==> config.mk <==
export PLATFORM = sky130hd
export DESIGN_NAME = vco_band_cal
export DESIGN_NICKNAME = d
export VERILOG_FILES = /design/src/rtl/band_cal_pkg.sv /design/src/rtl/cmp_sync2.sv /design/src/rtl/cal_phase_timer.sv /design/src/rtl/band_sar.sv /design/src/rtl/vco_band_cal.sv
export SDC_FILE = /design/constraint.sdc
export NUM_CORES = 1
export LEC_CHECK = 0
export BUFFER_PORTS_ARGS = -buffer_cell sky130_fd_sc_hd__buf_2
export CAP_MARGIN = 20
export CORE_MARGIN = 3
export CORE_UTILIZATION = 60
export CTS_CLUSTER_DIAMETER = 60
export DETAILED_ROUTE_END_ITERATION = 8
export PLACE_DENSITY = 0.84
export SETUP_SLACK_MARGIN = 0.15
export SLEW_MARGIN = 20
export SYNTH_ARGS = -nofsm -noshare
export SYNTH_HDL_FRONTEND = slang
export SYNTH_SLANG_ARGS = --single-unit
export TNS_END_PERCENT = 100
==> constraint.sdc <==
create_clock -name clk -period 5.5 [get_ports clk]
set_clock_uncertainty 0.2 [all_clocks]
set_input_delay 0.825 -clock clk [delete_from_list [all_inputs] [get_ports clk]]
set_output_delay 0.825 -clock clk [all_outputs]
set_load 0.01 [all_outputs]
==> src/rtl/band_cal_pkg.sv <==
package band_cal_pkg;
    typedef enum logic [2:0] {
        S_IDLE,
        S_INIT,
        S_SETTLE,
        S_SAMPLE,
        S_PRESET,
        S_DONE
    } cal_state_t;
endpackage

==> src/rtl/cmp_sync2.sv <==
module cmp_sync2 #(
    parameter int W = 2
) (
    input  logic         clk,
    input  logic         rst_n,
    input  logic [W-1:0] d,
    output logic [W-1:0] q
);
    logic [W-1:0] meta;

    always_ff @(posedge clk or negedge rst_n) begin
        if (!rst_n) begin
            meta <= '0;
            q    <= '0;
        end else begin
            meta <= d;
            q    <= meta;
        end
    end
endmodule

==> src/rtl/cal_phase_timer.sv <==
module cal_phase_timer #(
    parameter int W = 8
) (
    input  logic         clk,
    input  logic         rst_n,
    input  logic         load,
    input  logic [W-1:0] len,
    output logic         expired
);
    logic [W-1:0] cnt;

    always_ff @(posedge clk or negedge rst_n) begin
        if (!rst_n)
            cnt <= '0;
        else if (load)
            cnt <= (len == '0) ? '0 : len - W'(1);
        else if (cnt != '0)
            cnt <= cnt - W'(1);
    end

    assign expired = (cnt == '0);
endmodule

==> src/rtl/band_sar.sv <==
module band_sar #(
    parameter int W = 5
) (
    input  logic         clk,
    input  logic         rst_n,
    input  logic         init,
    input  logic         step,
    input  logic         go_up,
    output logic [W-1:0] code,
    output logic         last
);
    localparam logic [W-1:0] MID = {1'b1, {(W-1){1'b0}}};

    logic [W-1:0] mask;
    logic [W-1:0] code_nxt;

    always_comb begin
        code_nxt = go_up ? code : (code & ~mask);
        if (!mask[0])
            code_nxt = code_nxt | (mask >> 1);
    end

    always_ff @(posedge clk or negedge rst_n) begin
        if (!rst_n) begin
            code <= MID;
            mask <= MID;
        end else if (init) begin
            code <= MID;
            mask <= MID;
        end else if (step) begin
            code <= code_nxt;
            if (!mask[0])
                mask <= mask >> 1;
        end
    end

    assign last = mask[0];

    assert_trial_onehot_R5: assert property (@(posedge clk) disable iff (!rst_n)
        $countones(mask) == 1);
    assert_step_keeps_upper_R5: assert property (@(posedge clk) disable iff (!rst_n)
        (step && !init && !mask[0]) |=> code[0] == 1'b0 || last);
endmodule

==> src/rtl/vco_band_cal.sv <==
module vco_band_cal
    import band_cal_pkg::*;
#(
    parameter int CODE_W = 5,
    parameter int CNT_W  = 8
) (
    input  logic              clk,
    input  logic              rst_n,
    input  logic              start,
    input  logic [CNT_W-1:0]  settle_cycles,
    input  logic [CNT_W-1:0]  preset_cycles,
    input  logic              cmp_hi,
    input  logic              cmp_lo,
    output logic [CODE_W-1:0] band_code,
    output logic              loop_open,
    output logic              vtune_preset,
    output logic              done,
    output logic              timeout
);
    localparam logic [CODE_W-1:0] MID_CODE = {1'b1, {(CODE_W-1){1'b0}}};

    cal_state_t state_q, state_d;
    logic [1:0] cmp_s;
    logic       hi_s, lo_s;
    logic       tmr_load, tmr_exp;
    logic [CNT_W-1:0] tmr_len;
    logic       sar_init, sar_step, sar_last;
    logic       set_flag, clr_flag;
    logic       flag_q;

    cmp_sync2 #(.W(2)) u_sync (
        .clk(clk), .rst_n(rst_n), .d({cmp_hi, cmp_lo}), .q(cmp_s)
    );
    assign hi_s = cmp_s[1];
    assign lo_s = cmp_s[0];

    cal_phase_timer #(.W(CNT_W)) u_timer (
        .clk(clk), .rst_n(rst_n), .load(tmr_load), .len(tmr_len), .expired(tmr_exp)
    );

    band_sar #(.W(CODE_W)) u_sar (
        .clk(clk), .rst_n(rst_n), .init(sar_init), .step(sar_step),
        .go_up(hi_s), .code(band_code), .last(sar_last)
    );

    always_ff @(posedge clk or negedge rst_n) begin
        if (!rst_n)
            state_q <= S_IDLE;
        else
            state_q <= state_d;
    end

    always_comb begin
        state_d  = state_q;
        tmr_load = 1'b0;
        sar_init = 1'b0;
        sar_step = 1'b0;
        set_flag = 1'b0;
        clr_flag = 1'b0;
        unique case (state_q)
            S_IDLE, S_DONE: begin
                if (start) begin
                    state_d  = S_INIT;
                    sar_init = 1'b1;
                    tmr_load = 1'b1;
                    clr_flag = 1'b1;
                end
            end
            S_INIT, S_PRESET: begin
                if (tmr_exp) begin
                    state_d  = S_SETTLE;
                    tmr_load = 1'b1;
                end
            end
            S_SETTLE: begin
                if (tmr_exp)
                    state_d = S_SAMPLE;
            end
            S_SAMPLE: begin
                if (!hi_s && !lo_s) begin
                    state_d = S_DONE;
                end else begin
                    sar_step = 1'b1;
                    if (sar_last) begin
                        state_d  = S_DONE;
                        set_flag = 1'b1;
                    end else begin
                        state_d  = S_PRESET;
                        tmr_load = 1'b1;
                    end
                end
            end
            default: state_d = S_IDLE;
        endcase
    end

    assign tmr_len = (state_d == S_SETTLE) ? settle_cycles : preset_cycles;

    always_ff @(posedge clk or negedge rst_n) begin
        if (!rst_n)
            flag_q <= 1'b0;
        else if (clr_flag)
            flag_q <= 1'b0;
        else if (set_flag)
            flag_q <= 1'b1;
    end

    always_comb begin
        loop_open    = 1'b0;
        vtune_preset = 1'b0;
        done         = 1'b0;
        unique case (state_q)
            S_INIT, S_PRESET: begin
                loop_open    = 1'b1;
                vtune_preset = 1'b1;
            end
            S_DONE:  done = 1'b1;
            default: ;
        endcase
    end

    assign timeout = flag_q;

    assert_start_inits_R2: assert property (@(posedge clk) disable iff (!rst_n)
        (start && (state_q == S_IDLE || state_q == S_DONE)) |=>
            (loop_open && band_code == MID_CODE && !timeout));
    assert_code_moves_open_R8: assert property (@(posedge clk) disable iff (!rst_n)
        !$stable(band_code) |-> (loop_open || done));
    assert_no_reinit_R9: assert property (@(posedge clk) disable iff (!rst_n)
        (state_q == S_INIT && $past(state_q) != S_INIT) |->
            ($past(state_q) == S_IDLE || $past(state_q) == S_DONE));
    assert_done_frozen_R10: assert property (@(posedge clk) disable iff (!rst_n)
        ($past(done) && done) |-> ($stable(band_code) && !loop_open && !vtune_preset));
    assert_sample_closed_R4: assert property (@(posedge clk) disable iff (!rst_n)
        (state_q == S_SAMPLE) |-> ($past(!loop_open) && !loop_open));
endmodule

==> metrics.cfg, run 1 <==
[critical_path]
startpoint_type=flip-flop
worstPathMaxFanout=11
worst_ep_arrival_time_ns=3.73
crit_type=flip-flop to flip-flop
required_ns=5.57
endpoint_kind=flip-flop

[yosys]
syn_inst=193
avgSynthCellArea_um2=9.08
synthesis.nets=217
synthesis.area_um2=1750
yosysWarningCount=0
synth-main-ff-cell=dfrtp_1
synth_edf_count=0
seq_area_frac_synth_pct=37.3
synth_seq_cells=26
ys_async_sr_fraction_pct=100
synth.distinct_cells=50

[global_routing]
grt_pass1_wl_um=6600
track_usage_pct=24.4
grt_max_degree=27
antenna_found_initial=0
grtUsageMet1_pct=32.6
grt_pass1_vias=1479
use_met3_pct=4.10
global_route.usage.met2_pct=38.7
top_usage_layer=met2
overflow=0

[layout]
layout_commonest_cell=buf_2
layout-drive-gt1-share_pct=22.7
diodes=0
nets=245
design_area_um2=1940
fin_util_pct=74.1
area_growth_pct=10.5
final_cell_mix=29 x buf_2, 24 x dfrtp_1, 23 x nand2_1

[sta]
setup_viol=0
hold_viol_final=0
finalCriticalPeriod_ns=3.66
finalCritPeriodShare_pct=66.5
max_freq_mhz=273
drv_slew=0
grt_setup_unrepaired=no
fin_ws_ns=1.84
maxSlewHeadroom_pct=42.1
tightest_slew_ns=0.863
tns_ns=0

[routing]
drt-vias-per-instance=6.26
drt-initial-drc-count=114
detail-route-antenna-nets=0
drc=0
wl_per_cell_um=15.8
first_pass_iters=5
num_vias=1566
drt_wl_total_um=3960

[clocking]
clock_latency_ns=0.33
root_buffer=clkbuf_4
numClockSinks=26
cts_buffers=3
htreeDepth=1
clock_path_buffers=2
clk_pin_slew_ns=0.13
postCtsHoldBufs=0
postCtsSetupRepairBufs=0
cts_tree=done
ctsResizeCount=0

[placed_design]
placed_area_um2=1900
preCtsSetupSlack_ns=1.72
portBuffers=29
place.gp.congestion=0.993
dp_hpwl_um=3030

[floorplanning]
start_util_pct=67.0
dieArea_um2=3600
fp.coreArea_um2=2610
num_rows=18
die_w_um=60.0
io_pins=30
dieHeight_um=60.0

[hold_path]
hp-class=flip-flop to flip-flop

[status]
status=finished clean

[pwr]
p_leak_uw=0.000845
powerDensity_nw_per_um2=425
vdd_drop_max_mv=0.358

[flow_run]
maxCapViolations=0

==> synthesized netlist by cell type (all sizes together), types with 2 or more instances <==
master   number  area [um2]
a21o          3        22.5
a221o         2        20.0
o2111ai       3        26.3
o22ai         7        50.1
xnor2         8        70.1
o31ai         3        22.5
dfstp         2        52.6
nor2         16        60.1
nand3         3        20.0
or4           2        22.5
nor3          8        45.0
dfrtp        24         601
nor3b         3        27.5
inv           6        22.5
buf           6        42.5
mux2i         7        73.8
ha            3        37.5
o21ai         7        38.8
nor4          3        33.8
a21oi        17        85.1
a22o          2        17.5
or3           5        31.3
xor2          6        52.6
nand2b        7        51.3
nand2        23        86.3
nor2b         4        32.5
==> where the power goes <==
part           internal, uW  switching, uW
clock                  40.7           56.1
combinational           165            198
sequential              271           92.4
total                   476            347
==> registers in the layout, indices dropped and copies added (netlist names) <==
name / count
u_timer.cnt: 8
u_sar.code: 5
u_sar.mask: 5
state_q: 3
u_sync.meta: 2
u_sync.q: 2
timeout: 1
==> final cells by class <==
cell class	count	area, um2
clock buffer	4	36.3
fill	203	677
inverter	7	26.3
multi-input combinational	153	1030
sequential	26	653
tap	30	37.5
timing repair buffer	30	153
==> per-layer routing <==
metal | wire length (um) | part of all wire [%] | vias up
li1 | - | - | 757
met1 | 1680 | 43 | 733
met2 | 1930 | 49 | 65
met3 | 247 | 6.2 | 11
met4 | 98 | 2.5 | 0
met5 | 0 | 0 | -
==> final timing paths <==
| kind | slack, ns | startpoint | cells after the start | endpoint |
|---|---|---|---|---|
| max reg2reg | 1.84 | u_timer.cnt[0] | 11 | u_timer.cnt[6] |
| max in group asynchronous | 4.47 | rst_n | 1 | u_sar.mask[4] |
| min in group asynchronous | 0.26 | rst_n | 1 | u_timer.cnt[2] |
| min | 0.16 | u_sync.meta[1] | 0 | u_sync.q[1] |
| min reg2reg | 0.16 | u_sync.meta[1] | 0 | u_sync.q[1] |
| max | 1.84 | u_timer.cnt[0] | 11 | u_timer.cnt[6] |
==> cell families after synthesis <==
logic type | after synthesis | synth area share (%)
AOI/OAI and AO/OA | 52 | 20.2
xor gates and xnor gates | 14 | 7.00
adders and majority gates | 3 | 2.14
buffers and inverters | 14 | 4.14
DFF | 26 | 37.3
muxes | 7 | 4.21
and+or+nand+nor | 77 | 25.0
==> worst max-delay path, stage by stage, from the launching register on <==
cell	delay, ns
dfrtp_1	0.43
inv_1	0.09
ha_1	0.32
nand4b_1	0.30
mux2i_2	0.67
mux2i_1	0.40
ha_1	0.28
nand2b_1	0.11
nor4_1	0.33
xor2_1	0.18
a21oi_1	0.09
o22ai_1	0.19
==> through the flow <==
stage / total power [uW] / hold slack, ns / cells
2_1_floorplan: 626 / 0.131 / 193
6_report: 823 / 0.164 / 250
3_5_place_dp: 722 / 0.136 / 246
3_3_place_gp: 705 / 0.132 / 246
4_1_cts: 821 / 0.167 / 250
5_1_grt: 885 / 0.177 / 250
No activity file was read; power rests on OpenSTA's default activity.
==> run 2: changes to the inputs <==
CORE_UTILIZATION = 50   (was 60)
PLACE_DENSITY = 0.75   (was 0.84)
clock period = 3.2 ns   (was 5.5 ns; I/O delays follow)
==> run 2 against run 1 <==
Final area is 4.5% higher. Power is 75% higher. Sequential cell count stayed put. Largest power group unchanged. Combinational power is 75% higher. Sequential power is 75% higher. Clock power is 70% higher. Core utilization is 11 points lower. Register-to-register slack worse by 1.5 ns. First-iteration DRC count is 34% lower.
==> metrics.cfg, run 2 (same netlist as run 1, synthesis figures left out) <==
[floorplanning]
num_rows=20  ; +2
die_w_um=65.2  ; +8.6%
dieArea_um2=4250  ; +18%
dieHeight_um=65.2  ; +8.6%
fp.coreArea_um2=3200  ; +23%
io_pins=30  ; unchanged
start_util_pct=54.7  ; -12 points

[routing]
first_pass_iters=4  ; -1
drc=0  ; unchanged
detail-route-antenna-nets=0  ; unchanged
num_vias=1538  ; -1.8%
drt_wl_total_um=3990  ; +0.88%
drt-initial-drc-count=75  ; -34%
wl_per_cell_um=14.8  ; -6.6%
drt-vias-per-instance=5.70  ; -9.1%

[critical_path]
startpoint_type=flip-flop
crit_top_cell=mux2i_2
worst_ep_arrival_time_ns=2.88  ; -0.85 ns
crit_buf_inv=0  ; -1
r2r-end=u_timer.cnt[4]
reg2regPathDepth=10  ; -1
slowest_stage=dfrtp_1
path_delay_family=flip-flops
required_ns=3.24  ; -2.33 ns
slowest_delay_ns=0.66  ; about the same
crit_type=flip-flop to flip-flop
crit-reg2reg-launch=state_q[0]
endpoint_kind=flip-flop
worstPathMaxFanout=13  ; +2
path_cells=nand2b_4, o22ai_2, mux2i_2, mux2i_2, ha_1, nor3b_1, mux2i_2, nor2b_4, or2_4, o22ai_1
critPathLaunch=state_q[0]
crit_path_end=u_timer.cnt[4]
crit_cells=10  ; -1
r2r_slack_ns=0.36  ; -1.48 ns

[sta]
grt_setup_unrepaired=no
finalCritPeriodShare_pct=88.9  ; +22 points
finalCriticalPeriod_ns=2.84  ; -0.816 ns
fin_ws_ns=0.356  ; -1.48 ns
maxSlewHeadroom_pct=58.3  ; +16 points
drv_slew=0  ; unchanged
max_freq_mhz=352  ; +29%
setup_viol=0  ; unchanged
tightest_slew_ns=0.621  ; -0.242 ns
tns_ns=0  ; unchanged
hold_viol_final=0  ; unchanged

[placed_design]
placed_area_um2=1950  ; +2.9%
dp.cells=265  ; +7.7%
place.gp.congestion=0.876  ; -12%
preCtsSetupSlack_ns=0.310  ; -1.41 ns
portBuffers=29  ; unchanged
dp_hpwl_um=3110  ; +2.6%

[layout]
largest_register_ffs=8  ; unchanged
largestRegisters=u_timer.cnt: 8 flops, u_sar.code: 5 flops, u_sar.mask: 5 flops
nets=251  ; +2.4%
regMostFlops=u_timer.cnt
layout-drive-gt1-share_pct=26.5  ; +3.8 points
design_area_um2=2020  ; +4.5%
fin_cells=270  ; +8.0%
layout_commonest_cell=buf_2
area_growth_pct=15.5
fin_util_pct=63.2  ; -11 points
multi_input_area_um2=1050  ; +1.9%
fill_cells=296  ; +46%
seq_area_um2=656  ; +0.38%
final_cell_mix=29 x buf_2, 23 x nand2_1, 22 x dfrtp_1
diodes=0  ; unchanged

[clocking]
clock_latency_ns=0.32  ; about the same
htreeDepth=1  ; unchanged
clk_pin_slew_ns=0.14  ; about the same
root_buffer=clkbuf_4
numClockSinks=26  ; unchanged
postCtsSetupRepairBufs=0  ; unchanged
cts_buffers=3  ; unchanged
cts_tree=done
clock_path_buffers=2  ; unchanged

[pwr]
vdd_drop_max_mv=0.399  ; +11%
p_leak_uw=0.000867  ; +2.6%
powerDensity_nw_per_um2=711  ; +67%

[flow_run]
maxCapViolations=0  ; unchanged

[global_routing]
track_usage_pct=20.2  ; -4.2 points
overflow=0  ; unchanged
grt_pass1_wl_um=6780  ; +2.6%
antenna_found_initial=0  ; unchanged
grt_max_degree=27  ; unchanged
grt_pass1_vias=1491  ; +0.81%

[hold_path]
hp-class=input pin to flip-flop
whs_path_depth=1  ; +1

[status]
status=finished clean

-- run 2: worst min-delay path by stage --
stage | start | to
6_report | cmp_lo | u_sync.meta[0]
5_1_grt | cmp_lo | u_sync.meta[0]
4_1_cts | cmp_hi | u_sync.meta[1]
3_5_place_dp | u_sync.meta[0] | u_sync.q[0]
3_3_place_gp | u_sync.meta[1] | u_sync.q[1]
2_1_floorplan | rst_n | state_q[0]
-- run 2: worst reg2reg max path: stages, from the launching register on --
cell and delay (ns):
dfrtp_1 0.66, nand2b_4 0.13, o22ai_2 0.27, mux2i_2 0.16
mux2i_2 0.20, ha_1 0.21, nor3b_1 0.15, mux2i_2 0.26
nor2b_4 0.08, or2_4 0.26, o22ai_1 0.19
-- run 2: per-layer routing --
metal,global-route usage (%),routed length [um],share of wire (%),vias to the layer above
met3,4.27,116,2.9,2
met5,0,0,0,-
met1,27.0,1870,47,743
met4,2.85,15,0.38,0
li1,-,-,-,766
met2,34.3,1990,50,27
-- run 2: per-stage QoR --
| step | total power [uW] | hold WS (ns) |
|---|---|---|
| 2_1_floorplan | 1080 | -0.0156 |
| 3_3_place_gp | 1230 | 0.133 |
| 3_5_place_dp | 1260 | 0.141 |
| 4_1_cts | 1420 | 0.0389 |
| 5_1_grt | 1560 | 0.0147 |
| 6_report | 1440 | 0.0507 |
-- run 2: power breakdown --
| part | switching [uW] | leakage (uW) | internal [uW] | total, uW |
|---|---|---|---|---|
| clock network | 95.3 | 0.0000210 | 69.6 | 165 |
| logic | 334 | 0.000533 | 302 | 636 |
| registers | 171 | 0.000314 | 467 | 637 |
| total | 600 | 0.000867 | 838 | 1440 |
-- run 2: timing repair --
| item | CTS | global route |
|---|---|---|
| gates resized for setup | 0 | 7 |
| hold buffers | 1 | 0 |
| setup endpoints to repair | 0 | 5 |
| hold endpoints to repair | 24 | 0 |
-- run 2: layout make-up --
class / instances / share of cell area, %
clock buffer: 4 / 1.79
timing repair buffer: 36 / 9.89
tap: 44 / 2.72
inverter: 7 / 1.30
sequential: 26 / 32.4
multi-input combinational: 153 / 51.9
==> run 3: changes to the inputs <==
PLACE_DENSITY = unset   (was 0.75)
PLACE_DENSITY_LB_ADDON = 0.12   (was unset)
==> run 3 against run 2 <==
Sequential cell count unchanged. Power rose by 5.2%. Core utilization grew 2.3 points. Maximum frequency down 1.8%. Setup slack worse by 0.052 ns. Hold slack got worse by 0.0038 ns. Non-clock buffer count up 3. Combinational power is 2% higher. Critical path type unchanged.
==> metrics.cfg, run 3 (same netlist as run 1, synthesis figures left out) <==
[global_routing]
antenna_found_initial=0  ; unchanged
grt_max_degree=27  ; unchanged
grt_pass1_wl_um=7130  ; +5.3%
track_usage_pct=20.8  ; +0.62 points
grt_pass1_vias=1527  ; +2.4%
overflow=0  ; unchanged

[pwr]
powerDensity_nw_per_um2=721  ; +1.4%
vdd_drop_max_mv=0.524  ; +31%
p_leak_uw=0.000889  ; +2.5%

[placed_design]
place.gp.congestion=0.827  ; -5.6%
dp_hpwl_um=3200  ; +2.9%
portBuffers=29  ; unchanged

[layout]
regMostFlops=u_timer.cnt
layout-drive-gt1-share_pct=29.3  ; +2.7 points
fill_cells=291  ; -1.7%
largestRegisters=u_timer.cnt: 8 flops, u_sar.code: 5 flops, u_sar.mask: 5 flops
layout_commonest_cell=buf_2
diodes=0  ; unchanged
nets=254  ; +1.2%
final_cell_mix=29 x buf_2, 23 x nand2_1, 22 x dfrtp_1
largest_register_ffs=8  ; unchanged
area_growth_pct=19.8

[clocking]
root_buffer=clkbuf_4
cts_buffers=3  ; unchanged
clock_path_buffers=2  ; unchanged
clock_latency_ns=0.32  ; about the same
clk_pin_slew_ns=0.14  ; about the same
cts_tree=done
htreeDepth=1  ; unchanged
numClockSinks=26  ; unchanged

[sta]
tightest_slew_ns=0.824  ; +0.204 ns
setup_viol=0  ; unchanged
grt_setup_unrepaired=no
finalCritPeriodShare_pct=90.5  ; +1.6 points
hold_viol_final=0  ; unchanged
maxSlewHeadroom_pct=44.7  ; -14 points
tns_ns=0  ; unchanged
max_freq_mhz=345  ; -1.8%
finalCriticalPeriod_ns=2.90  ; +0.0522 ns
drv_slew=0  ; unchanged
hold-worst-slack_ns=0.0469  ; -0.00379 ns

[floorplanning]
fp.coreArea_um2=3200  ; unchanged
start_util_pct=54.7  ; unchanged
die_w_um=65.2  ; unchanged
io_pins=30  ; unchanged
dieHeight_um=65.2  ; unchanged
dieArea_um2=4250  ; unchanged
num_rows=20  ; unchanged

[routing]
detail-route-antenna-nets=0  ; unchanged
first_pass_iters=4  ; unchanged
num_vias=1583  ; +2.9%
wl_per_cell_um=15.5  ; +4.8%
drt_wl_total_um=4230  ; +6.0%
dr_wl_met3_um=180  ; +55%
dr_wl_met2_um=2030  ; +1.9%
drc=0  ; unchanged
drt-initial-drc-count=71  ; -5.3%
m1WireLength_um=1990  ; +6.4%
highest_layer=met4
drt-vias-per-instance=5.80  ; +1.8%

[status]
status=finished clean

[critical_path]
r2r-end=u_timer.cnt[2]
endpoint_kind=flip-flop
reg2regPathDepth=10  ; unchanged
crit_path_end=u_timer.cnt[2]
r2r_slack_ns=0.30  ; -0.05 ns
required_ns=3.25  ; about the same
critPathLaunch=state_q[2]
worstPathMaxFanout=11  ; -2
crit-reg2reg-launch=state_q[2]
worst_ep_arrival_time_ns=2.94  ; +0.06 ns
startpoint_type=flip-flop
crit_type=flip-flop to flip-flop

[flow_run]
maxCapViolations=0  ; unchanged

[hold_path]
worstHoldStart=cmp_hi
hp-class=input pin to flip-flop

-- run 3: changes by cell type in the layout (fill, tap and decap cells not counted) --
cell / previous run / this run
buf_4: 6 / 9
mux2i_4: 0 / 2
nor3b_1: 2 / 0
nor3b_2: 1 / 3
nor4_1: 2 / 0
nor4_2: 0 / 2
bufinv_16: 0 / 1
clkbuf_8: 1 / 0
mux2i_1: 4 / 3
mux2i_2: 3 / 2
nand2b_1: 5 / 6
nand2b_4: 2 / 1
-- run 3: critical path, stage by stage (launching register included) --
cell and delay, ns:
dfrtp_1 0.57, nand2b_1 0.20, o22ai_2 0.32, mux2i_4 0.17, mux2i_4 0.23, ha_1 0.20
nor3b_2 0.16, mux2i_2 0.26, nor2b_4 0.08, or2_4 0.26, o22ai_1 0.17
-- run 3: per-stage QoR --
stage          instance area [um2]  setup WS (ns)  total power (uW)  utilization, %  std cells
2_1_floorplan                 1750          0.273              1080               -        193
3_3_place_gp                  1950          0.370              1230            60.9        265
3_5_place_dp                  1950          0.181              1250            60.9        265
4_1_cts                       2010          0.154              1480            62.9        270
5_1_grt                       2100          0.130              1640            65.5        273
6_report                      2100          0.304              1510            65.5        273
-- run 3: area by class of cell --
class | count | area [um2] | share of cell area, %
clock buffer | 3 | 22.5 | 1.07
clock inverter | 1 | 30.0 | 1.43
inverter | 7 | 26.3 | 1.25
multi-input combinational | 153 | 1090 | 51.8
sequential | 26 | 656 | 31.2
tap | 44 | 55.1 | 2.62
timing repair buffer | 39 | 223 | 10.6
-- run 3: worst min-delay path by stage --
stage	endpoint	slack, ns	depth (start not counted)
floorplan	state_q[0]	-0.02	0
global placement	u_sync.q[1]	0.13	0
detailed placement	u_sync.q[0]	0.14	0
CTS	u_sync.meta[1]	0.05	1
global route	u_sync.meta[0]	0.02	1
finish	u_sync.meta[1]	0.05	1
-- run 3: metal layers --
layer  GRT usage, %  up-vias
met3           4.27        4
met4           3.89        0
li1               -      773
met2           33.0       33
met5              0        -
met1           29.5      773
-- run 3: where the power goes --
group          leakage [uW]  internal [uW]  switching, uW
registers          0.000315            468            168
logic              0.000546            301            349
clock network     0.0000279            127           99.7
total              0.000889            896            617
-- run 3: timing repair --
| item | in CTS | in global routing |
|---|---|---|
| hold buffers | 1 | 0 |
| buffers inserted | 0 | 3 |
| setup endpoints to repair | 0 | 8 |
| gates resized for setup | 0 | 13 |
| hold endpoints to repair | 24 | 0 |
